$ cat src/rtl/adc_burst_seq.sv
module adc_burst_seq #(
  parameter int NSLOT  = 16,
  parameter int TSEL_W = 7
) (
  input  logic                     clk,
  input  logic                     rst_n,
  input  logic                     cfg_we,
  input  logic [15:0]              cfg_wdata,
  output logic [15:0]              cfg_rdata,
  input  logic [(1<<TSEL_W)-1:0]   hw_trig,
  input  logic [NSLOT-1:0]         sw_force,
  input  logic [NSLOT-1:0]         ovf_clr,
  output logic [NSLOT-1:0]         pend,
  output logic [NSLOT-1:0]         ovf,
  output logic [$clog2(NSLOT)-1:0] rr_ptr,
  output logic                     conv_req,
  output logic [$clog2(NSLOT)-1:0] conv_slot,
  input  logic                     conv_ready,
  input  logic                     conv_done
);
  localparam int PW = $clog2(NSLOT);

  logic              en_q;
  logic [PW-1:0]     len_q;
  logic [TSEL_W-1:0] sel_q;
  logic              trig_q;
  logic              busy_q;
  logic [PW-1:0]     cur_q;
  logic [NSLOT-1:0]  own_q;

  logic              trig_now, burst_go, found, accept, done_ok;
  logic [NSLOT-1:0]  mark, take, fin;
  logic [PW-1:0]     pick;

  always_comb begin
    cfg_rdata = '0;
    cfg_rdata[15] = en_q;
    cfg_rdata[8 +: PW] = len_q;
    cfg_rdata[0 +: TSEL_W] = sel_q;
  end

  assign trig_now = hw_trig[sel_q];
  assign burst_go = en_q && (sel_q != '0) && trig_now && !trig_q && (own_q == '0);

  always_comb begin
    for (int i = 0; i < NSLOT; i++)
      mark[i] = burst_go && ((PW'(i) - rr_ptr) <= len_q);
  end

  always_comb begin
    logic [PW-1:0] idx;
    found = 1'b0;
    pick  = rr_ptr;
    for (int k = 0; k < NSLOT; k++) begin
      idx = rr_ptr + PW'(k);
      if (!found && pend[idx]) begin
        found = 1'b1;
        pick  = idx;
      end
    end
  end

  assign conv_req  = found && !busy_q;
  assign conv_slot = pick;
  assign accept    = conv_req && conv_ready;
  assign done_ok   = busy_q && conv_done;
  assign take      = accept  ? (NSLOT'(1) << pick)  : '0;
  assign fin       = done_ok ? (NSLOT'(1) << cur_q) : '0;

  always_ff @(posedge clk) begin
    if (!rst_n) begin
      en_q   <= 1'b0;
      len_q  <= '0;
      sel_q  <= '0;
      trig_q <= 1'b0;
      busy_q <= 1'b0;
      cur_q  <= '0;
      own_q  <= '0;
      pend   <= '0;
      ovf    <= '0;
      rr_ptr <= '0;
    end else begin
      if (cfg_we) begin
        en_q  <= cfg_wdata[15];
        len_q <= cfg_wdata[8 +: PW];
        sel_q <= cfg_wdata[0 +: TSEL_W];
      end
      trig_q <= trig_now;
      pend   <= (pend & ~take) | mark | sw_force;
      ovf    <= (ovf & ~ovf_clr) | (mark & pend);
      own_q  <= (own_q & ~fin) | mark;
      if (accept) begin
        busy_q <= 1'b1;
        cur_q  <= pick;
      end else if (done_ok) begin
        busy_q <= 1'b0;
      end
      if (done_ok) rr_ptr <= cur_q + PW'(1);
    end
  end

  assert_single_flight_R8: assert property (@(posedge clk) disable iff (!rst_n)
    busy_q |-> !conv_req);

  assert_req_is_pending_R8: assert property (@(posedge clk) disable iff (!rst_n)
    conv_req |-> pend[conv_slot]);

  assert_clear_on_accept_R8: assert property (@(posedge clk) disable iff (!rst_n)
    (accept && !mark[conv_slot] && !sw_force[conv_slot]) |=> !pend[$past(conv_slot)]);

  assert_ptr_after_done_R8: assert property (@(posedge clk) disable iff (!rst_n)
    done_ok |=> rr_ptr == $past(cur_q) + PW'(1));

  assert_disabled_quiet_R3: assert property (@(posedge clk) disable iff (!rst_n)
    !en_q |-> (mark == '0));

  assert_no_retrigger_R6: assert property (@(posedge clk) disable iff (!rst_n)
    (own_q != '0) |-> (mark == '0));

  assert_ovf_sticky_R9: assert property (@(posedge clk) disable iff (!rst_n)
    ##1 (($past(ovf) & ~$past(ovf_clr) & ~ovf) == '0));

  assert_ptr_still_R8: assert property (@(posedge clk) disable iff (!rst_n)
    !done_ok |=> $stable(rr_ptr));
endmodule

$ cat config.mk
export PLATFORM = sky130hd
export DESIGN_NAME = adc_burst_seq
export DESIGN_NICKNAME = d
export VERILOG_FILES = /design/src/rtl/adc_burst_seq.sv
export SDC_FILE = /design/constraint.sdc
export NUM_CORES = 1
export LEC_CHECK = 0
export ABC_AREA = 1
export CAP_MARGIN = 30
export CELL_PAD_IN_SITES_DETAIL_PLACEMENT = 0
export CELL_PAD_IN_SITES_GLOBAL_PLACEMENT = 1
export CORE_MARGIN = 1
export CORE_UTILIZATION = 31
export DETAILED_ROUTE_END_ITERATION = 8
export PLACE_DENSITY_LB_ADDON = 0.1
export SYNTH_ARGS = -nofsm -noshare
export SYNTH_HDL_FRONTEND = slang
export SYNTH_SLANG_ARGS = --single-unit
$ cat constraint.sdc
create_clock -name clk -period 5.6 [get_ports clk]
set_input_delay 0.56 -clock clk [delete_from_list [all_inputs] [get_ports clk]]
set_output_delay 0.56 -clock clk [all_outputs]
set_load 0.02 [all_outputs]
Yosys cells after proc, flatten, opt, wreduce, memory -nomap -nowiden
Index checks and enable logic that the tools add are counted.
Widths: inputs -> output; s select.
{ "classes": {"addsub": 32, "n_lt_le_gt_ge": 33, "shifts": 2, "mux": 69, "bitwise": 11, "n_reduce_logical": 58} }
{ "op_table": {"columns": ["cell", "count"], "rows": [
  ["$lt 4x5->1 const B", 16],
  ["$and 16x16->16", 4],
  ["$bmux 1 s4", 16],
  ["$le 4x4->1", 16],
  ["$or 16x16->16", 4],
  ["$mux 4", 15],
  ["$not 16->16", 3],
  ["$logic_and 1x1->1", 38],
  ["$mux 1", 35],
  ["$add 4x4->4 const B", 8],
  ["$mux 16", 2],
  ["$shl 1x4->16 const A", 2],
  ["$sub 4x4->4 const A", 8],
  ["$logic_not 1->1", 17],
  ["$add 4x3->4 const B", 4],
  ["$logic_not 16->1", 1],
  ["$sub 3x4->4 const A", 4],
  ["$add 4x1->4 const B", 2],
  ["$add 4x2->4 const B", 2],
  ["$lt 7x8->1 const B", 1],
  ["$sub 1x4->4 const A", 2],
  ["$sub 2x4->4 const A", 2],
  ["$bmux 1 s7", 1],
  ["$reduce_bool 7->1", 1],
  ["$reduce_bool 2->1", 1]
]} }
{ "word_totals": {"reg_bits": 70, "input_bits": 181, "out_inout_bits": 57, "word_cells": 215} }

Longest topological paths before layout
Gate-level depths: netlist (run 1).
{ "depth": {"word_depth": 55, "ltp_mapped": 38, "mapped_depth_nobuf": 36} }

Worst setup path after synthesis (run 1)
No wires, ideal clock.
{ "synth_path": {"kind": "register -> output", "start": "register rr_ptr[1]", "end": "output port conv_slot[3]", "arrival_time_ns": 3.759, "required_ns": 5.040, "slack_ns": 1.281, "stages_incl_launch_ff": 27, "path_buffers": 3, "path_cell_list": "dfxtp_1 buf_2 inv_2 buf_2 ha_1 inv_1 buf_2 nand3_1 nand3_1 nand3_1 nand2_1 nand2_1 nor2_4 nand3_4 nor2_4 nand2_2 nor2_4 nand4_4 nor2_4 nand2_2 nor2_4 nand2_4 nor2_8 a31oi_1 nand2_2 nand2_4 inv_1"} }
{ "synth_via": {"elab_chain_cells": 48, "word_cells_on_any_way": 107, "classes_between": "add/sub (15); mux (62); reduce/logical (30)"} }
{ "synth_lines": {"columns": ["element", "line", "source"], "rows": [
  ["start, declared", "15", "output logic [$clog2(NSLOT)-1:0] rr_ptr,"],
  ["start signal, assigned", "98", "if (done_ok) rr_ptr <= cur_q + PW'(1);"],
  ["parallel branches: the longest is 47 deep, another holds $add 4x1->4", null, null],
  ["$mux 4 *", "56", "if (!found && pend[idx]) begin"],
  ["end, declared", "17", "output logic [$clog2(NSLOT)-1:0] conv_slot,"]
]} }
Every way passes the cells marked *. The select of a mux whose other input is x is not followed.

Final worst setup path (run 1)
{ "layout_path": {"start": "register rr_ptr[0]", "end": "output port conv_slot[3]"} }
Same word-level chain as after synthesis.

==> impl_metrics.xml, run 1 <==
<?xml version="1.0" encoding="UTF-8"?>
<metrics>
  <group name="critical_path">
    <metric name="critPathMostFrequentCell" unit="">sky130_fd_sc_hd__nand2_1</metric>
    <metric name="crit_path_top_delay_cell" unit="">sky130_fd_sc_hd__clkdlybuf4s50_1</metric>
    <metric name="critPathMaxFanout" unit="">30</metric>
    <metric name="worstSetupPathType" unit="">reg2out</metric>
    <metric name="critical_path_required" unit="ps">5040</metric>
    <metric name="crit_arrival" unit="ps">4590</metric>
    <metric name="setup.worst_path.end_class" unit="">output pin</metric>
    <metric name="worst_path_largest_cell_delay" unit="ps">600</metric>
    <metric name="timing.critical_path.from_type" unit="">flop</metric>
  </group>
  <group name="pwr">
    <metric name="worst_ir_drop_vdd" unit="V">0.000161</metric>
    <metric name="power_switching_share" unit="">0.415</metric>
    <metric name="power_per_cell_area" unit="mW/mm²">249</metric>
    <metric name="p_clk_frac" unit="">0.268</metric>
    <metric name="total_leakage_power" unit="µW">0.00393</metric>
    <metric name="p_switching" unit="µW">993</metric>
    <metric name="power.sequential.fraction" unit="">0.242</metric>
    <metric name="pwr-share-comb" unit="">0.490</metric>
    <metric name="totalPowerFinal" unit="µW">2400</metric>
    <metric name="internal_power" unit="µW">1400</metric>
  </group>
  <group name="layout">
    <metric name="layout.cells.most_common_list" unit="">sky130_fd_sc_hd__clkdlybuf4s50_1 (229), sky130_fd_sc_hd__nand2_1 (216), sky130_fd_sc_hd__o21ai_0 (120), sky130_fd_sc_hd__nor2_1 (119), sky130_fd_sc_hd__nand3_1 (118)</metric>
    <metric name="leading_cell_type_in_the_layout_fill_and_taps_excluded" unit="">sky130_fd_sc_hd__clkdlybuf4s50_1</metric>
    <metric name="final_core_util" unit="">0.455</metric>
    <metric name="areaGrowthSynthToFinish" unit="%">42.7</metric>
    <metric name="diodes" unit="">0</metric>
    <metric name="final_nets" unit="">1533</metric>
    <metric name="design_area" unit="mm²">0.00962</metric>
    <metric name="fillerInstances" unit="">2294</metric>
    <metric name="final_layout_size_suffix_gt1_frac" unit="">0.0715</metric>
  </group>
  <group name="synthesis">
    <metric name="number_of_enable_flip_flop_cells_after_synthesis" unit="">0</metric>
    <metric name="post_synth.cell_area_avg" unit="µm²">6.12</metric>
    <metric name="synth_seq_area_share" unit="">0.208</metric>
    <metric name="yosys_register_bits" unit="">70</metric>
    <metric name="synthesis.instances" unit="">1102</metric>
    <metric name="yosys.area_share.simple" unit="">0.348</metric>
    <metric name="synth_top_family_by_area" unit="">simple AND/OR/NAND/NOR gates</metric>
    <metric name="synth_warnings" unit="">0</metric>
    <metric name="post_synth_xor_area_fraction" unit="">0.0126</metric>
    <metric name="synth_area" unit="mm²">0.00674</metric>
    <metric name="ys_dominant_reg_cell" unit="">sky130_fd_sc_hd__dfxtp_1</metric>
    <metric name="post_synth_num_cell_types" unit="">45</metric>
    <metric name="post_synth_mux_area_share" unit="">0</metric>
    <metric name="synth_adder_area_share" unit="">0.0798</metric>
    <metric name="compound_gate_portion_of_the_synthesized_area" unit="">0.247</metric>
    <metric name="ys_async_sr_fraction" unit="">0</metric>
  </group>
  <group name="floorplanning">
    <metric name="num_rows" unit="">53</metric>
    <metric name="dieHeight" unit="µm">149</metric>
    <metric name="dieWidth" unit="µm">149</metric>
    <metric name="design.core.area" unit="mm²">0.0212</metric>
    <metric name="floorplan.initialDensity" unit="">0.319</metric>
    <metric name="floorplan.die_area" unit="mm²">0.0223</metric>
    <metric name="top_level_port_count" unit="">238</metric>
  </group>
  <group name="grt">
    <metric name="grt_util_all_layers" unit="">0.257</metric>
    <metric name="overflow" unit="">0</metric>
    <metric name="largest_net_degree_at_the_start_of_global_routing" unit="">66</metric>
    <metric name="grt_first_pass_wirelength" unit="µm">43900</metric>
    <metric name="antenna_found_initial" unit="">0</metric>
    <metric name="number_of_global_route_vias_before_repair" unit="">7641</metric>
  </group>
  <group name="route">
    <metric name="postRouteWirelength" unit="µm">28500</metric>
    <metric name="dr.first_iter.drc_count" unit="">451</metric>
    <metric name="drt_pre_antenna_iters" unit="">5</metric>
    <metric name="drc_errors" unit="">0</metric>
    <metric name="vias_per_cell" unit="">5.12</metric>
    <metric name="drtAntennaViolNets" unit="">0</metric>
    <metric name="avgRoutedWirePerCell" unit="µm">17.9</metric>
    <metric name="total_vias_in_the_final_route" unit="">8130</metric>
  </group>
  <group name="clock_network">
    <metric name="clockBufferDepth" unit="">2</metric>
    <metric name="holdBufCountCts" unit="">0</metric>
    <metric name="tritoncts" unit="">done</metric>
    <metric name="clk-insertion-delay-late" unit="ps">340</metric>
    <metric name="clock-root-buffer" unit="">sky130_fd_sc_hd__clkbuf_16</metric>
    <metric name="cts-buffers-inserted" unit="">9</metric>
    <metric name="htree_num_levels" unit="">3</metric>
    <metric name="tritoncts_num_sinks" unit="">70</metric>
    <metric name="worst_setup_hold_path_clk_slew" unit="ps">60</metric>
  </group>
  <group name="placed_design">
    <metric name="portbufs" unit="">229</metric>
    <metric name="routabilityCongestion" unit="">0.840</metric>
    <metric name="place_area" unit="mm²">0.00928</metric>
    <metric name="dp.final_hpwl" unit="µm">22100</metric>
  </group>
  <group name="job">
    <metric name="maxCapViolations" unit="">0</metric>
  </group>
  <group name="min_path">
    <metric name="hold_path_class" unit="">reg2reg</metric>
  </group>
  <group name="timing">
    <metric name="min_period_over_period" unit="">0.920</metric>
    <metric name="max-slew-margin-rel" unit="">0.519</metric>
    <metric name="hold_ws" unit="ps">461</metric>
    <metric name="clock-skew-final" unit="ps">4.88</metric>
    <metric name="min_period" unit="ps">5150</metric>
    <metric name="worstMarginPinSlew" unit="ps">719</metric>
    <metric name="rsz0062_at_grt" unit="">no</metric>
    <metric name="hold_violations" unit="">0</metric>
    <metric name="clock.fmax" unit="MHz">194</metric>
    <metric name="report.final.slew_viol_count" unit="">0</metric>
    <metric name="setup_viol" unit="">0</metric>
    <metric name="timing.setup.tns" unit="ps">0</metric>
  </group>
  <group name="run_status">
    <metric name="outcome" unit="">finished clean</metric>
  </group>
</metrics>
-- stage by stage --
step,setup slack (ps),std cells
floorplan,1280,1105
global placement,761,1573
detailed placement,715,1573
CTS,336,1589
global route,15.9,1589
finish,447,1589
-- cells in the mapped netlist, types with 3 or more instances --
cell                       number  share of area
sky130_fd_sc_hd__a21oi_2        6         0.0078
sky130_fd_sc_hd__buf_4          7         0.0078
sky130_fd_sc_hd__o21ai_1        5         0.0037
sky130_fd_sc_hd__nand2_4        5         0.0083
sky130_fd_sc_hd__inv_2         11         0.0061
sky130_fd_sc_hd__nand2_2       17          0.016
sky130_fd_sc_hd__xor2_1         6         0.0078
sky130_fd_sc_hd__nor2_4         5         0.0083
sky130_fd_sc_hd__o21ai_0      120          0.089
sky130_fd_sc_hd__clkbuf_1      32          0.018
sky130_fd_sc_hd__o22ai_1       23          0.021
sky130_fd_sc_hd__dfxtp_1       70           0.21
sky130_fd_sc_hd__o21a_1         3         0.0033
sky130_fd_sc_hd__nand4_1       17          0.016
sky130_fd_sc_hd__a21oi_1       89          0.066
sky130_fd_sc_hd__nor2_1       119          0.066
sky130_fd_sc_hd__or4_1          3         0.0033
sky130_fd_sc_hd__o21bai_1       4         0.0045
sky130_fd_sc_hd__o221ai_1       9          0.012
sky130_fd_sc_hd__nand3_1      118          0.088
sky130_fd_sc_hd__buf_2         10         0.0074
sky130_fd_sc_hd__nor2_2         4         0.0037
sky130_fd_sc_hd__inv_1        105          0.058
sky130_fd_sc_hd__o211ai_1      11          0.012
sky130_fd_sc_hd__a32oi_1       16          0.021
sky130_fd_sc_hd__ha_1          43          0.080
sky130_fd_sc_hd__a31oi_1        3         0.0028
sky130_fd_sc_hd__nand2_1      216           0.12
sky130_fd_sc_hd__nor3_1         3         0.0022
-- worst paths after layout --
| kind | startpoint | endpoint | slack, ps | cells after the start |
|---|---|---|---|---|
| max | rr_ptr[0] | conv_slot[3] | 450 | 31 |
| min | ovf[6] | ovf[6] | 460 | 2 |
| max reg2reg | rr_ptr[0] | pend[14] | 1390 | 23 |
| min reg2reg | ovf[6] | ovf[6] | 460 | 2 |
-- layout make-up --
class | instances | area, µm² | area share
clock buffers | 12 | 256 | 0.0267
clock inverters | 4 | 77.6 | 0.00806
inverters | 119 | 457 | 0.0475
multi-input cells | 864 | 4650 | 0.483
flip-flops and latches | 70 | 1400 | 0.146
well taps | 275 | 344 | 0.0358
repair buffers | 245 | 2430 | 0.253
-- power groups by stage --
stage	sequential, µW	combinational, µW	clock, µW
floorplan	594	715	0
global placement	589	1160	0
detailed placement	590	1170	0
CTS	579	1170	655
global route	585	1300	680
finish	580	1170	641
-- state kept, by name, summed over array words and instances (netlist names), 4 cells and up --
signal,flops
cur_q,4
sel_q,7
own_q,16
pend,16
len_q,4
rr_ptr,4
ovf,16
-- layer usage --
| layer | vias up | global-route usage | part of all wire |
|---|---|---|---|
| met3 | 21 | 0.0378 | 0.057 |
| met5 | - | 0 | 0 |
| li1 | 4163 | - | - |
| met2 | 231 | 0.428 | 0.47 |
| met1 | 3715 | 0.343 | 0.46 |
| met4 | 0 | 0.0638 | 0.015 |
-- repair_timing --
item | in CTS | in global routing
endpoints found under the setup margin | 0 | 1
setup buffers | 0 | 0
gates resized for setup | 0 | 3
-- kinds of logic after synthesis --
group                    count (synthesis)
flip-flops                              70
AO/OA/AOI/OAI                          292
adder cells (fa/ha/maj)                 43
buffers and inverters                  171
AND/OR/NAND/NOR                        517
XOR/XNOR                                 8
other                                    1
-- worst max-delay path, delay by kind of cell (launching register included) --
| family | cells | cell delay [ps] |
|---|---|---|
| flip-flops | 1 | 410 |
| AO/OA/AOI/OAI | 1 | 110 |
| adder cells (fa/ha/maj) | 1 | 200 |
| buffers and inverters | 6 | 1210 |
| AND/OR/NAND/NOR | 23 | 2320 |
No activity file was read; power rests on OpenSTA's default activity.
==> run 2, diff against run 1 <==
--- a/config.mk
+++ b/config.mk
@@ -6,6 +6,7 @@
 export NUM_CORES = 1
 export LEC_CHECK = 0
 export ABC_AREA = 1
+export ABC_CLOCK_PERIOD_IN_PS = 5600
 export CAP_MARGIN = 30
 export CELL_PAD_IN_SITES_DETAIL_PLACEMENT = 0
 export CELL_PAD_IN_SITES_GLOBAL_PLACEMENT = 1
==> constraint.sdc (replaced) <==
create_clock -name clk -period 5.6 [get_ports clk]
set_input_delay 0.56 -clock clk [delete_from_list [all_inputs] [get_ports clk]]
set_output_delay 0.56 -clock clk [all_outputs]
set_load 0.005 [all_outputs]
==> run 2 against run 1 <==
Global-route usage increased by 0.12 points. Critical path depth down 1. Cell count shrank 0.19%. Largest cell class unchanged. Largest power group unchanged.
==> impl_metrics.xml, run 2 (same netlist as run 1, synthesis figures left out) <==
<?xml version="1.0" encoding="UTF-8"?>
<metrics>
  <group name="critical_path">
    <metric name="crit_path_top_delay_cell" unit="">sky130_fd_sc_hd__clkdlybuf4s50_1</metric>
    <metric name="worst_path_largest_cell_delay" unit="ps">490</metric>
    <metric name="setup.worst_path.end_class" unit="">output pin</metric>
    <metric name="critPathMaxFanout" unit="">29</metric>
    <metric name="regToRegEndpoint" unit="">pend[13]</metric>
    <metric name="critPathMostFrequentCell" unit="">sky130_fd_sc_hd__nand2_1</metric>
    <metric name="r2r_setup_slack" unit="ps">1240</metric>
    <metric name="crit_arrival" unit="ps">4580</metric>
    <metric name="worstSetupPathType" unit="">reg2out</metric>
    <metric name="timing.critical_path.from_type" unit="">flop</metric>
    <metric name="logic_depth_of_the_worst_register_to_register_path" unit="">28</metric>
    <metric name="rr_startpoint" unit="">rr_ptr[0]</metric>
    <metric name="critical_path_required" unit="ps">5040</metric>
  </group>
  <group name="layout">
    <metric name="areaGrowthSynthToFinish" unit="%">41.2</metric>
    <metric name="final_nets" unit="">1528</metric>
    <metric name="design_area" unit="mm²">0.00952</metric>
    <metric name="fillerInstances" unit="">2281</metric>
    <metric name="area_taken_by_flip_flops_and_latches" unit="mm²">0.00140</metric>
    <metric name="leading_cell_type_in_the_layout_fill_and_taps_excluded" unit="">sky130_fd_sc_hd__clkdlybuf4s50_1</metric>
    <metric name="final_layout_size_suffix_gt1_frac" unit="">0.0695</metric>
    <metric name="layout.cells.most_common_list" unit="">sky130_fd_sc_hd__clkdlybuf4s50_1 (229), sky130_fd_sc_hd__nand2_1 (216), sky130_fd_sc_hd__o21ai_0 (120), sky130_fd_sc_hd__nor2_1 (119), sky130_fd_sc_hd__nand3_1 (118)</metric>
    <metric name="multi_input_comb_area" unit="mm²">0.00465</metric>
    <metric name="reg.largest.list" unit="">ovf x16, own_q x16, pend x16</metric>
  </group>
  <group name="timing">
    <metric name="setup_viol" unit="">0</metric>
    <metric name="worstMarginPinSlew" unit="ps">718</metric>
    <metric name="rsz0062_at_grt" unit="">no</metric>
    <metric name="pnr_worst_setup_slack" unit="ps">455</metric>
    <metric name="min_period" unit="ps">5140</metric>
    <metric name="hold_violations" unit="">0</metric>
    <metric name="max-slew-margin-rel" unit="">0.520</metric>
    <metric name="hold_ws" unit="ps">461</metric>
    <metric name="clock.fmax" unit="MHz">194</metric>
    <metric name="timing.setup.tns" unit="ps">0</metric>
    <metric name="report.final.slew_viol_count" unit="">0</metric>
    <metric name="min_period_over_period" unit="">0.919</metric>
    <metric name="clock-skew-final" unit="ps">6.23</metric>
  </group>
  <group name="grt">
    <metric name="largest_net_degree_at_the_start_of_global_routing" unit="">67</metric>
    <metric name="grt_first_pass_wirelength" unit="µm">44100</metric>
    <metric name="number_of_global_route_vias_before_repair" unit="">7724</metric>
    <metric name="grt_util_all_layers" unit="">0.258</metric>
    <metric name="antenna_found_initial" unit="">2</metric>
    <metric name="overflow" unit="">0</metric>
  </group>
  <group name="min_path">
    <metric name="startpoint_of_the_most_critical_hold_path" unit="">ovf[8]</metric>
    <metric name="min_to" unit="">ovf[8]</metric>
    <metric name="hold_path_class" unit="">reg2reg</metric>
    <metric name="worstHoldPathCells" unit="">2</metric>
  </group>
  <group name="pwr">
    <metric name="p_switching" unit="µW">963</metric>
    <metric name="internal_power" unit="µW">1290</metric>
    <metric name="worst_ir_drop_vdd" unit="V">0.000156</metric>
    <metric name="total_leakage_power" unit="µW">0.00387</metric>
    <metric name="pwr-share-comb" unit="">0.500</metric>
    <metric name="power.sequential.fraction" unit="">0.258</metric>
    <metric name="power_switching_share" unit="">0.428</metric>
    <metric name="p_clk_frac" unit="">0.243</metric>
    <metric name="power_per_cell_area" unit="mW/mm²">236</metric>
  </group>
  <group name="floorplanning">
    <metric name="dieHeight" unit="µm">149</metric>
    <metric name="top_level_port_count" unit="">238</metric>
    <metric name="floorplan.die_area" unit="mm²">0.0223</metric>
    <metric name="num_rows" unit="">53</metric>
    <metric name="design.core.area" unit="mm²">0.0212</metric>
    <metric name="dieWidth" unit="µm">149</metric>
    <metric name="floorplan.initialDensity" unit="">0.319</metric>
  </group>
  <group name="run_status">
    <metric name="outcome" unit="">finished clean</metric>
  </group>
  <group name="route">
    <metric name="dr.first_iter.drc_count" unit="">492</metric>
    <metric name="vias_per_cell" unit="">5.18</metric>
    <metric name="postRouteWirelength" unit="µm">28400</metric>
    <metric name="drc_errors" unit="">0</metric>
    <metric name="drt_pre_antenna_iters" unit="">5</metric>
    <metric name="avgRoutedWirePerCell" unit="µm">17.9</metric>
    <metric name="total_vias_in_the_final_route" unit="">8222</metric>
    <metric name="drtAntennaViolNets" unit="">0</metric>
  </group>
  <group name="clock_network">
    <metric name="holdBufCountCts" unit="">0</metric>
    <metric name="tritoncts" unit="">done</metric>
    <metric name="clk-insertion-delay-late" unit="ps">340</metric>
    <metric name="clockBufferDepth" unit="">2</metric>
    <metric name="tritoncts_num_sinks" unit="">70</metric>
    <metric name="cts-buffers-inserted" unit="">9</metric>
    <metric name="worst_setup_hold_path_clk_slew" unit="ps">60</metric>
    <metric name="clock-root-buffer" unit="">sky130_fd_sc_hd__clkbuf_16</metric>
    <metric name="htree_num_levels" unit="">3</metric>
  </group>
  <group name="placed_design">
    <metric name="dp.final_hpwl" unit="µm">22100</metric>
    <metric name="portbufs" unit="">229</metric>
    <metric name="dpl_worst_slack" unit="ps">733</metric>
    <metric name="routabilityCongestion" unit="">0.876</metric>
    <metric name="place_area" unit="mm²">0.00923</metric>
  </group>
  <group name="job">
    <metric name="maxCapViolations" unit="">0</metric>
  </group>
</metrics>
==> run 2: changes by cell type in the layout (fill, tap and decap cells not counted), moves of 2 or more <==
cell	delta
sky130_fd_sc_hd__diode_2	+2
sky130_fd_sc_hd__clkinv_4	+2
sky130_fd_sc_hd__bufinv_16	-2
sky130_fd_sc_hd__buf_4	-3
sky130_fd_sc_hd__clkbuf_8	-2
==> run 2: area by class of cell <==
class / instances / area share
clock inverters: 7 / 0.00618
flip-flops and latches: 70 / 0.147
inverters: 119 / 0.0482
clock buffers: 9 / 0.0236
well taps: 275 / 0.0361
repair buffers: 240 / 0.249
multi-input cells: 864 / 0.489
diodes: 2 / 0.000526
==> run 2: worst max-delay path by stage <==
| stage | from | to | slack [ps] | cells past startpoint |
|---|---|---|---|---|
| final | rr_ptr[0] | conv_slot[3] | 460 | 30 |
| after global routing | rr_ptr[0] | conv_slot[3] | 4 | 31 |
| after CTS | rr_ptr[1] | conv_slot[3] | 350 | 29 |
| after detailed placement | rr_ptr[1] | conv_slot[3] | 730 | 29 |
| after global placement | rr_ptr[1] | conv_slot[3] | 750 | 29 |
| after floorplan | rr_ptr[1] | conv_slot[3] | 1490 | 26 |
==> run 2: power by group through the flow <==
stage,Combinational (µW),Clock [µW],Sequential (µW)
2_1_floorplan,691,0,571
3_3_place_gp,1110,0,589
3_5_place_dp,1110,0,589
4_1_cts,1120,558,579
5_1_grt,1250,582,585
6_report,1120,546,580
==> run 2: timing repair <==
| action | 4_1_cts | 5_1_grt |
|---|---|---|
| resized for setup | 0 | 4 |
| endpoints found under the setup margin | 0 | 1 |
| buffers inserted | 0 | 0 |
==> run 2: metrics by stage <==
step	instances	total power, µW	utilization
after floorplan	1105	1260	-
after global placement	1568	1700	0.436
after detailed placement	1568	1700	0.436
after CTS	1584	2250	0.450
after global routing	1586	2420	0.450
final	1586	2250	0.450
==> run 2: per-layer routing <==
layer / track usage / share of wire / up-vias / wire, µm
li1: - / - / 4160 / -
met1: 0.353 / 0.47 / 3803 / 13400
met2: 0.425 / 0.46 / 234 / 13100
met3: 0.0335 / 0.052 / 25 / 1490
met4: 0.0612 / 0.016 / 0 / 462
met5: 0 / 0 / - / 0
==> run 2: worst max-delay path: cells and delay by family, from the launching register on <==
family | cells | cell delay [ps]
compound gates | 1 | 120
fa+ha+maj | 1 | 390
buf+inv | 6 | 1130
flops | 1 | 370
simple gates | 22 | 2220
==> run 3, diff against run 2 <==
--- a/config.mk
+++ b/config.mk
@@ -10,9 +10,10 @@
 export CAP_MARGIN = 30
 export CELL_PAD_IN_SITES_DETAIL_PLACEMENT = 0
 export CELL_PAD_IN_SITES_GLOBAL_PLACEMENT = 1
-export CORE_MARGIN = 1
+export CORE_MARGIN = 4
 export CORE_UTILIZATION = 31
 export DETAILED_ROUTE_END_ITERATION = 8
+export MAX_ROUTING_LAYER = met4
 export PLACE_DENSITY_LB_ADDON = 0.1
 export SYNTH_ARGS = -nofsm -noshare
 export SYNTH_HDL_FRONTEND = slang
==> run 3 against run 2 <==
Global-route usage is 2.0 points lower. Setup slack improved by 38 ps. Flip-flop and latch count unchanged.
==> impl_metrics.xml, run 3 (same netlist as run 1, synthesis figures left out) <==
<?xml version="1.0" encoding="UTF-8"?>
<metrics>
  <group name="critical_path">
    <metric name="setup.worst_path.end_class" unit="">output pin</metric>
    <metric name="critPathMaxFanout" unit="">29</metric>
    <metric name="worstSetupPathType" unit="">reg2out</metric>
    <metric name="critical_path_required" unit="ps">5040</metric>
    <metric name="critical_path.top_delay_family" unit="">simple AND/OR/NAND/NOR gates</metric>
    <metric name="timing.critical_path.from_type" unit="">flop</metric>
    <metric name="logic_depth_of_the_worst_register_to_register_path" unit="">28</metric>
    <metric name="crit_start" unit="">rr_ptr[0]</metric>
    <metric name="regToRegEndpoint" unit="">pend[13]</metric>
    <metric name="rr_startpoint" unit="">rr_ptr[0]</metric>
    <metric name="crit_arrival" unit="ps">4550</metric>
    <metric name="r2r_setup_slack" unit="ps">1340</metric>
    <metric name="worst_path_largest_cell_delay" unit="ps">490</metric>
    <metric name="crit_path_top_delay_cell" unit="">sky130_fd_sc_hd__clkdlybuf4s50_1</metric>
    <metric name="critPathMostFrequentCell" unit="">sky130_fd_sc_hd__nand2_1</metric>
    <metric name="timing.critical_path.buf_inv" unit="">6</metric>
  </group>
  <group name="timing">
    <metric name="clock.fmax" unit="MHz">196</metric>
    <metric name="max-slew-margin-rel" unit="">0.465</metric>
    <metric name="setup_viol" unit="">0</metric>
    <metric name="hold_violations" unit="">0</metric>
    <metric name="report.final.slew_viol_count" unit="">0</metric>
    <metric name="min_period" unit="ps">5110</metric>
    <metric name="rsz0062_at_grt" unit="">no</metric>
    <metric name="clock-skew-final" unit="ps">5.23</metric>
    <metric name="min_period_over_period" unit="">0.912</metric>
    <metric name="timing.setup.tns" unit="ps">0</metric>
    <metric name="worstMarginPinSlew" unit="ps">802</metric>
  </group>
  <group name="min_path">
    <metric name="worstHoldPathCells" unit="">2</metric>
    <metric name="startpoint_of_the_most_critical_hold_path" unit="">ovf[3]</metric>
    <metric name="min_to" unit="">ovf[3]</metric>
    <metric name="hold_path_class" unit="">reg2reg</metric>
  </group>
  <group name="route">
    <metric name="drtAntennaViolNets" unit="">0</metric>
    <metric name="dr.first_iter.drc_count" unit="">599</metric>
    <metric name="vias_per_cell" unit="">5.17</metric>
    <metric name="drc_errors" unit="">0</metric>
    <metric name="avgRoutedWirePerCell" unit="µm">18.2</metric>
    <metric name="postRouteWirelength" unit="µm">28900</metric>
    <metric name="drt_pre_antenna_iters" unit="">4</metric>
    <metric name="total_vias_in_the_final_route" unit="">8187</metric>
  </group>
  <group name="layout">
    <metric name="reg.largest.list" unit="">ovf x16, own_q x16, pend x16</metric>
    <metric name="leading_cell_type_in_the_layout_fill_and_taps_excluded" unit="">sky130_fd_sc_hd__clkdlybuf4s50_1</metric>
    <metric name="areaGrowthSynthToFinish" unit="%">42.2</metric>
    <metric name="design_area" unit="mm²">0.00959</metric>
    <metric name="final_layout_size_suffix_gt1_frac" unit="">0.0695</metric>
    <metric name="final_cells" unit="">1585</metric>
    <metric name="layout.cells.most_common_list" unit="">sky130_fd_sc_hd__clkdlybuf4s50_1 (229), sky130_fd_sc_hd__nand2_1 (216), sky130_fd_sc_hd__o21ai_0 (120), sky130_fd_sc_hd__nor2_1 (119), sky130_fd_sc_hd__nand3_1 (118)</metric>
    <metric name="final_core_util" unit="">0.452</metric>
    <metric name="final_nets" unit="">1529</metric>
  </group>
  <group name="placed_design">
    <metric name="dp.final_hpwl" unit="µm">22600</metric>
    <metric name="routabilityCongestion" unit="">0.911</metric>
    <metric name="place_area" unit="mm²">0.00923</metric>
    <metric name="dpl.cell_count" unit="">1569</metric>
    <metric name="portbufs" unit="">229</metric>
  </group>
  <group name="grt">
    <metric name="grt_first_pass_wirelength" unit="µm">44700</metric>
    <metric name="antenna_found_initial" unit="">1</metric>
    <metric name="largest_net_degree_at_the_start_of_global_routing" unit="">66</metric>
    <metric name="grt_util_all_layers" unit="">0.238</metric>
    <metric name="number_of_global_route_vias_before_repair" unit="">7805</metric>
    <metric name="overflow" unit="">0</metric>
  </group>
  <group name="clock_network">
    <metric name="ctsResizeCount" unit="">0</metric>
    <metric name="tritoncts" unit="">done</metric>
    <metric name="postCtsSetupRepairBufs" unit="">0</metric>
    <metric name="clk-insertion-delay-late" unit="ps">330</metric>
    <metric name="cts-buffers-inserted" unit="">9</metric>
    <metric name="tritoncts_num_sinks" unit="">70</metric>
    <metric name="holdBufCountCts" unit="">0</metric>
    <metric name="clockBufferDepth" unit="">2</metric>
    <metric name="worst_setup_hold_path_clk_slew" unit="ps">60</metric>
    <metric name="clock-root-buffer" unit="">sky130_fd_sc_hd__clkbuf_16</metric>
    <metric name="htree_num_levels" unit="">3</metric>
  </group>
  <group name="pwr">
    <metric name="power_per_cell_area" unit="mW/mm²">246</metric>
    <metric name="worst_ir_drop_vdd" unit="V">0.000240</metric>
    <metric name="total_leakage_power" unit="µW">0.00390</metric>
  </group>
  <group name="floorplanning">
    <metric name="design.core.area" unit="mm²">0.0212</metric>
    <metric name="floorplan.initialDensity" unit="">0.318</metric>
    <metric name="dieHeight" unit="µm">155</metric>
    <metric name="floorplan.die_area" unit="mm²">0.0242</metric>
    <metric name="num_rows" unit="">53</metric>
    <metric name="top_level_port_count" unit="">238</metric>
    <metric name="dieWidth" unit="µm">155</metric>
  </group>
  <group name="run_status">
    <metric name="outcome" unit="">finished clean</metric>
  </group>
  <group name="job">
    <metric name="maxCapViolations" unit="">0</metric>
  </group>
</metrics>
-- run 3: changes by cell type in the layout (fill, tap and decap cells not counted), sizes merged --
cell / before / now
inv: 118 / 117
diode: 2 / 1
clkbuf: 9 / 10
clkinv: 6 / 2
buf: 11 / 12
bufinv: 0 / 3
-- run 3: worst min-delay path, stage by stage, from the launching register on --
cell and delay (ps):
sky130_fd_sc_hd__dfxtp_1 310, sky130_fd_sc_hd__nand2_1 60, sky130_fd_sc_hd__a21oi_1 50
-- run 3: metal layers --
| layer | GRT usage | wire [µm] |
|---|---|---|
| met4 | 0.0379 | 279 |
| met5 | - | 0 |
| met2 | 0.393 | 13600 |
| met3 | 0.0289 | 1540 |
| met1 | 0.318 | 13500 |
-- run 3: final cells by class --
cell class	count	area [µm²]
Timing Repair Buffer	241	2380
Clock inverter	5	106
Tap cell	275	344
Fill cell	2321	11600
Multi-Input combinational cell	864	4650
Inverter	119	457
Sequential cell	70	1400
Clock buffer	10	239
Antenna cell	1	2.50
-- run 3: worst max-delay path by stage --
| stage | endpoint | slack [ps] | cells after the start |
|---|---|---|---|
| floorplan | conv_slot[3] | 1490 | 26 |
| global placement | conv_slot[3] | 740 | 29 |
| detailed placement | conv_slot[3] | 760 | 29 |
| CTS | conv_slot[3] | 380 | 29 |
| global route | conv_slot[3] | 20 | 31 |
| finish | conv_slot[3] | 490 | 30 |
-- run 3: through the flow --
step | hold slack [ps] | power, µW | setup slack (ps)
after floorplan | 448 | 1260 | 1490
after global placement | 451 | 1700 | 740
after detailed placement | 455 | 1700 | 762
after global routing | 487 | 2530 | 22.4
after CTS | 467 | 2370 | 383
final | 462 | 2360 | 493
-- run 3: where the power goes --
group / internal, µW / switching [µW] / total (µW) / leakage (µW)
Sequential: 532 / 45.7 / 578 / 0.000575
Clock: 446 / 220 / 666 / 0.000165
Combinational: 449 / 668 / 1120 / 0.00316
Total: 1430 / 934 / 2360 / 0.00390
